`src/rtl/run_ctl_pkg.sv`:
```
package run_ctl_pkg;
  localparam int FLD_W     = 16;
  localparam int BIT_RUN   = 15;
  localparam int BIT_BIG   = 14;
  localparam int BIT_STEP  = 8;
  localparam int BIT_CCE   = 3;
  localparam int BIT_SLP   = 2;
  localparam int BIT_EN    = 1;
  localparam int BIT_SRST  = 0;
endpackage

```
`src/rtl/run_ctl_fields.sv`:
```
module run_ctl_fields #(
  parameter int PC_W = 16
) (
  input  logic            clk,
  input  logic            rst,
  input  logic            wr_en,
  input  logic [PC_W-1:0] wr_pc,
  input  logic            wr_step,
  input  logic            wr_cce,
  output logic [PC_W-1:0] pc_q,
  output logic            step_q,
  output logic            cce_q
);
  always_ff @(posedge clk) begin
    if (rst) begin
      pc_q   <= '0;
      step_q <= 1'b0;
      cce_q  <= 1'b0;
    end else if (wr_en) begin
      pc_q   <= wr_pc;
      step_q <= wr_step;
      cce_q  <= wr_cce;
    end
  end
endmodule

```
`src/rtl/run_ctl_halt.sv`:
```
module run_ctl_halt (
  input  logic clk,
  input  logic rst,
  input  logic wr_en,
  input  logic wr_enable_bit,
  input  logic step_q,
  input  logic multi_busy,
  input  logic retire,
  output logic en_q,
  output logic fetch_en
);
  logic hold_q;
  logic en_d, hold_d, clr_wr, step_done;

  always_comb begin
    clr_wr    = wr_en && !wr_enable_bit;
    step_done = en_q && step_q && retire;
    if (wr_en)          en_d = wr_enable_bit;
    else if (step_done) en_d = 1'b0;
    else                en_d = en_q;
    // keep fetching only while a started multi-cycle op is still unfinished
    hold_d = (hold_q || (clr_wr && en_q)) && multi_busy && !retire;
  end

  always_ff @(posedge clk) begin
    if (rst) begin
      en_q     <= 1'b0;
      hold_q   <= 1'b0;
      fetch_en <= 1'b0;
    end else begin
      en_q     <= en_d;
      hold_q   <= hold_d;
      fetch_en <= en_d || hold_d;
    end
  end
endmodule

```
`src/rtl/run_ctl_pulse.sv`:
```
module run_ctl_pulse #(
  parameter bit ACTIVE_LOW = 1'b0
) (
  input  logic clk,
  input  logic rst,
  input  logic fire,
  output logic pulse_o
);
  generate
    if (ACTIVE_LOW) begin : g_low
      always_ff @(posedge clk) begin
        if (rst) pulse_o <= 1'b1;
        else     pulse_o <= !fire;
      end
    end else begin : g_high
      always_ff @(posedge clk) begin
        if (rst) pulse_o <= 1'b0;
        else     pulse_o <= fire;
      end
    end
  endgenerate
endmodule

```
`src/rtl/run_ctl_reg.sv`:
```
module run_ctl_reg #(
  parameter int DATA_W = 32,
  parameter int PC_W   = 16
) (
  input  logic              clk,
  input  logic              rst,
  input  logic              wr_en,
  input  logic [DATA_W-1:0] wr_data,
  output logic [DATA_W-1:0] rd_data,
  input  logic              core_busy,
  input  logic              core_multi_busy,
  input  logic              core_retire,
  input  logic              core_asleep,
  input  logic              core_big_endian,
  output logic              fetch_en,
  output logic              step_mode,
  output logic              soft_rst_n,
  output logic              wake_req,
  output logic              cyc_cnt_en,
  output logic [PC_W-1:0]   reset_pc
);
  import run_ctl_pkg::*;

  localparam int PC_LSB = DATA_W - PC_W;

  logic [PC_W-1:0]   pc_q;
  logic              step_q, cce_q, en_q;
  logic              srst_fire, wake_fire;
  logic [DATA_W-1:0] status_w;
  logic              unused_wr_bits;

  assign unused_wr_bits = ^{wr_data[BIT_RUN:BIT_STEP+1], wr_data[BIT_STEP-1:BIT_CCE+1]};

  run_ctl_fields #(.PC_W(PC_W)) fields_i (
    .clk(clk), .rst(rst), .wr_en(wr_en),
    .wr_pc(wr_data[PC_LSB +: PC_W]),
    .wr_step(wr_data[BIT_STEP]), .wr_cce(wr_data[BIT_CCE]),
    .pc_q(pc_q), .step_q(step_q), .cce_q(cce_q)
  );

  run_ctl_halt halt_i (
    .clk(clk), .rst(rst), .wr_en(wr_en),
    .wr_enable_bit(wr_data[BIT_EN]), .step_q(step_q),
    .multi_busy(core_multi_busy), .retire(core_retire),
    .en_q(en_q), .fetch_en(fetch_en)
  );

  assign srst_fire = wr_en && !wr_data[BIT_SRST];
  assign wake_fire = wr_en && !wr_data[BIT_SLP] && core_asleep;

  run_ctl_pulse #(.ACTIVE_LOW(1'b1)) srst_i (
    .clk(clk), .rst(rst), .fire(srst_fire), .pulse_o(soft_rst_n)
  );

  run_ctl_pulse #(.ACTIVE_LOW(1'b0)) wake_i (
    .clk(clk), .rst(rst), .fire(wake_fire), .pulse_o(wake_req)
  );

  always_comb begin
    status_w                   = '0;
    status_w[PC_LSB +: PC_W]   = pc_q;
    status_w[BIT_RUN]          = core_busy;
    status_w[BIT_BIG]          = core_big_endian;
    status_w[BIT_STEP]         = step_q;
    status_w[BIT_CCE]          = cce_q;
    status_w[BIT_SLP]          = core_asleep;
    status_w[BIT_EN]           = en_q;
    status_w[BIT_SRST]         = soft_rst_n;
  end

  always_ff @(posedge clk) begin
    if (rst) rd_data <= {{(DATA_W-1){1'b0}}, 1'b1};
    else     rd_data <= status_w;
  end

  assign step_mode  = step_q;
  assign cyc_cnt_en = cce_q;
  assign reset_pc   = pc_q;
endmodule

```
`config.mk`:
```
export PLATFORM = sky130hd
export DESIGN_NAME = run_ctl_reg
export DESIGN_NICKNAME = d
export VERILOG_FILES = /design/src/rtl/run_ctl_pkg.sv /design/src/rtl/run_ctl_fields.sv /design/src/rtl/run_ctl_halt.sv /design/src/rtl/run_ctl_pulse.sv /design/src/rtl/run_ctl_reg.sv
export SDC_FILE = /design/constraint.sdc
export NUM_CORES = 1
export LEC_CHECK = 0
export BUFFER_PORTS_ARGS = -buffer_cell sky130_fd_sc_hd__buf_4
export CAP_MARGIN = 20
export CORE_UTILIZATION = 31
export DETAILED_ROUTE_END_ITERATION = 16
export GPL_TIMING_DRIVEN = 0
export PLACE_DENSITY = 0.64
export SKIP_LAST_GASP = 1
export SLEW_MARGIN = 20
export SYNTH_ARGS = -nofsm -noshare
export SYNTH_HDL_FRONTEND = slang
export SYNTH_HIERARCHICAL = 1
export SYNTH_SLANG_ARGS = --single-unit
```
`constraint.sdc`:
```
create_clock -name clk -period 1.3 [get_ports clk]
set_input_delay 0.325 -clock clk [delete_from_list [all_inputs] [get_ports clk]]
set_output_delay 0.325 -clock clk [all_outputs]
set_load 0.01 [all_outputs]
```
==> results by stage <==
Detailed routing:
- Dividing the detail-routed wire length by the instance count gives 10.2 um.
- The routed layout has 1,139 vias.
- The residual antenna-violating net count after detailed routing is 0.
- After detailed routing, the total wire length is 2930 um.
- The violation count after the first detailed-routing iteration is 30.
- Using the TritonRoute via totals, the vias-per-cell ratio works out to 3.94.
- For this run, design rule violations remaining after detail routing come to 0.
- The first-pass iteration count of the detailed router is 3.

Clock network:
- The clock transition time at the flip-flop clock pins of the worst setup and hold paths is 70 ps.
- The clock passes through at most 2 buffers.
- CTS built an H-tree with a depth of 2.
- The clock latency reported for the late side of the worst-skew pair is 290 ps.
- The post-cts resize count is 0.
- The TritonCTS clock tree is built.
- CTS saw 46 sinks.
- The number of buffers created by CTS is 5.
- Post-CTS timing repair inserted 0 buffers for setup.
- The hold buffer count at CTS is 0.
- The root buffer selected by CTS is clkbuf_8.

Finish:
- The post-route netlist has 42.8% of its cells at a drive strength greater than 1.
- The leading cell type in the layout, fill and taps excluded is buf_4.
- 0 antenna diodes ended up in the layout.
- In the layout the commonest cells are 81 x buf_4, 46 x dfxtp_1, 23 x nor2b_1.
- After filler insertion, the fill cell instance count of the layout stands at 482.
- The register cell area after layout is 921 um2.
- The area taken by multi-input logic gates is 505 um2.
- The area growth from synthesis to layout is 48.9%.
- The final layout contains 261 nets.

Critical path:
- The largest delay contributor family on the critical path is flip-flops.
- The setup slack of the most critical reg-to-reg path is 410 ps.
- The capturing element type of the critical path is an output port.
- In this run the worst path has a maximum fanout of 4.
- The delay contributed by the slowest stage of the critical path is 390 ps.
- Measured in cells, the most critical reg-to-reg path has a length of 3.
- The type of the worst setup path is reg2out.
- Walking the worst path, the cells encountered are buf_4.
- In this run the critical register-to-register path is launched from fields_i/step_q.
- STA puts the critical path data arrival time at 810 ps.
- The launching element type of the critical path is a register.
- For the worst setup path, the data required time is 980 ps.
- The worst register-to-register path ends at halt_i/fetch_en.
- The count of buffer and inverter cells on the critical path is 1.
- The cell at the slowest stage of the critical path is dfxtp_1.

Global routing:
- The number of antenna violations at the first check in global routing came to 0.
- The number of global-route vias before repair was 926.
- Global routing finished with a remaining overflow of 0.
- The global-route total usage across every layer is 11.3%.
- Entering global routing, the biggest net connects 14 pins.
- The wire length of the first global-routing pass is 4330 um.

Yosys:
- The proportion of synthesized chip area in sequential cells is 60.4%.
- Counting distinct cell types in the post-synthesis netlist gives 19.
- After synthesis, the mean cell area works out to 11.4 um2.
- After synthesis the netlist holds a flip-flop and latch count of 46.
- Yosys printed 6 warnings.
- The cell area that synthesis handed to floorplanning was 1530 um2.
- The number of cells produced by synthesis is 134.

Timing:
- Setup repair after global routing left no endpoint under its margin.
- The minimum hold slack is 225 ps.
- The slack of the critical path is 162 ps.
- The time the worst path needs with I/O delays and setup is 1140 ps.
- Setup violations remaining at the end of the flow were counted as 0.
- The part of the cycle the worst path needs is 87.5%.
- The number of pins with negative max-slew slack in the final report is 0.
- The final setup skew is 3.61 ps.
- The peak clock frequency supported by timing is 0.879 GHz.
- The final-report hold violation count came to 0.
- The final sum of negative setup slack is 0 ps.

Die:
- For this configuration, the core starts out at a cell density of 32.3%.
- The die outline area is 5200 um2.
- The vertical die dimension is 72.1 um.
- 93 I/O pins were placed.
- The number of rows created at floorplan is 25.
- The region available for standard cell placement spans 4720 um2.
- The width of the die is 72.1 um.

Pwr:
- In this run, the combinational gates consume 13.4% of the power.
- The share of total power dissipated in the clock network is 31.4%.
- The switching fraction of total power is 22.4%.
- In this run the power density over the cells is 1200 nW/um2.
- Registers are responsible for 55.1% of the overall power.
- The power after layout is 0.00273 W.
- Summed over all cells, the static leakage comes to 1.13 nW.
- The worst-case IR drop observed on VDD is 398 uV.
- The internal portion of total power is 0.00212 W.
- The analysis attributes to net switching a power of 0.000613 W.

Place:
- The post-placement setup slack is 55.4 ps.
- The count of buffers added on input and output ports is 72.
- At the end of routability-driven placement, the weighted congestion stood at 0.705.
- The post-DP HPWL is 2200 um.

Job:
- Max-cap violations in this run came to 0.

Hold path:
- The hold path startpoint is wr_data[0].
- The depth of the worst hold-timing path is 3.
- The path with the worst hold slack has its endpoint at srst_i/pulse_o.
- The kind of path behind the tightest hold check is in2reg.

Run status:
- The flow ran to the end, and the final reports show no timing, DRC or antenna violations.
[cell families after synthesis]
| group | after synthesis | share of synthesized area, % |
|---|---|---|
| buffers and inverters | 16 | 8.45 |
| AOI/OAI and AO/OA | 3 | 1.31 |
| DFF | 46 | 60.4 |
| other | 1 | 0.246 |
| and+or+nand+nor | 49 | 17.1 |
| muxes | 19 | 12.5 |
[registers in the layout, indices dropped and copies added (netlist names)]
signal	cells
wake_i/pulse_o	1
halt_i/en_q	1
halt_i/fetch_en	1
fields_i/pc_q	16
rd_data	23
fields_i/cce_q	1
fields_i/step_q	1
srst_i/pulse_o	1
halt_i/hold_q	1
[worst max-delay path by stage]
stage / cells past startpoint / slack, ps / end / startpoint
2_1_floorplan: 4 / 370 / fields_i/pc_q[10] / wr_en
3_3_place_gp: 4 / 50 / fields_i/pc_q[10] / rst
3_5_place_dp: 4 / 60 / fields_i/pc_q[9] / rst
4_1_cts: 1 / 140 / step_mode / fields_i/step_q
5_1_grt: 1 / 120 / step_mode / fields_i/step_q
6_report: 1 / 160 / step_mode / fields_i/step_q
[power by group through the flow]
stage	logic [W]	registers, W	clock network, W
after floorplan	0.000148	0.00157	0
after global placement	0.000370	0.00154	0
after detailed placement	0.000373	0.00154	0
after CTS	0.000374	0.00151	0.000904
after global routing	0.000401	0.00152	0.000949
final	0.000367	0.00151	0.000859
[layout make-up]
type,count,share of cell area (%)
clock inverters,1,0.220
inverters,1,0.165
well taps,67,3.69
multi-input cells,80,22.3
plain buffers,15,5.51
clock buffers,7,3.80
flip-flops and latches,46,40.6
repair buffers,72,23.8
[per-stage QoR]
step	utilization [%]	instance area (um2)	cells
after detailed placement	46.1	2180	281
final	48.1	2270	289
after floorplan	-	1560	142
after CTS	48.1	2270	289
after global placement	46.1	2180	281
after global routing	48.1	2270	289
[cells in the mapped netlist (all sizes together)]
cell type  count  area share (%)
a31oi          1            0.41
and3b          1            0.57
inv            1            0.25
conb           1            0.25
nor2b         24              10
a21boi         1            0.49
nor2          21             5.2
buf           14             7.9
or2            1            0.41
mux2i         19              12
clkbuf         1            0.33
dfxtp         46              60
nand2b         1            0.41
o22ai          1            0.41
nand2          1            0.25
[per-layer routing]
layer	global-route usage (%)	vias to the layer above	share of wire [%]
li1	-	578	-
met1	13.4	508	43
met2	17.5	46	47
met3	3.75	7	7.5
met4	7.19	0	2.1
met5	0	-	0
Power figures use the tool's default switching activity.
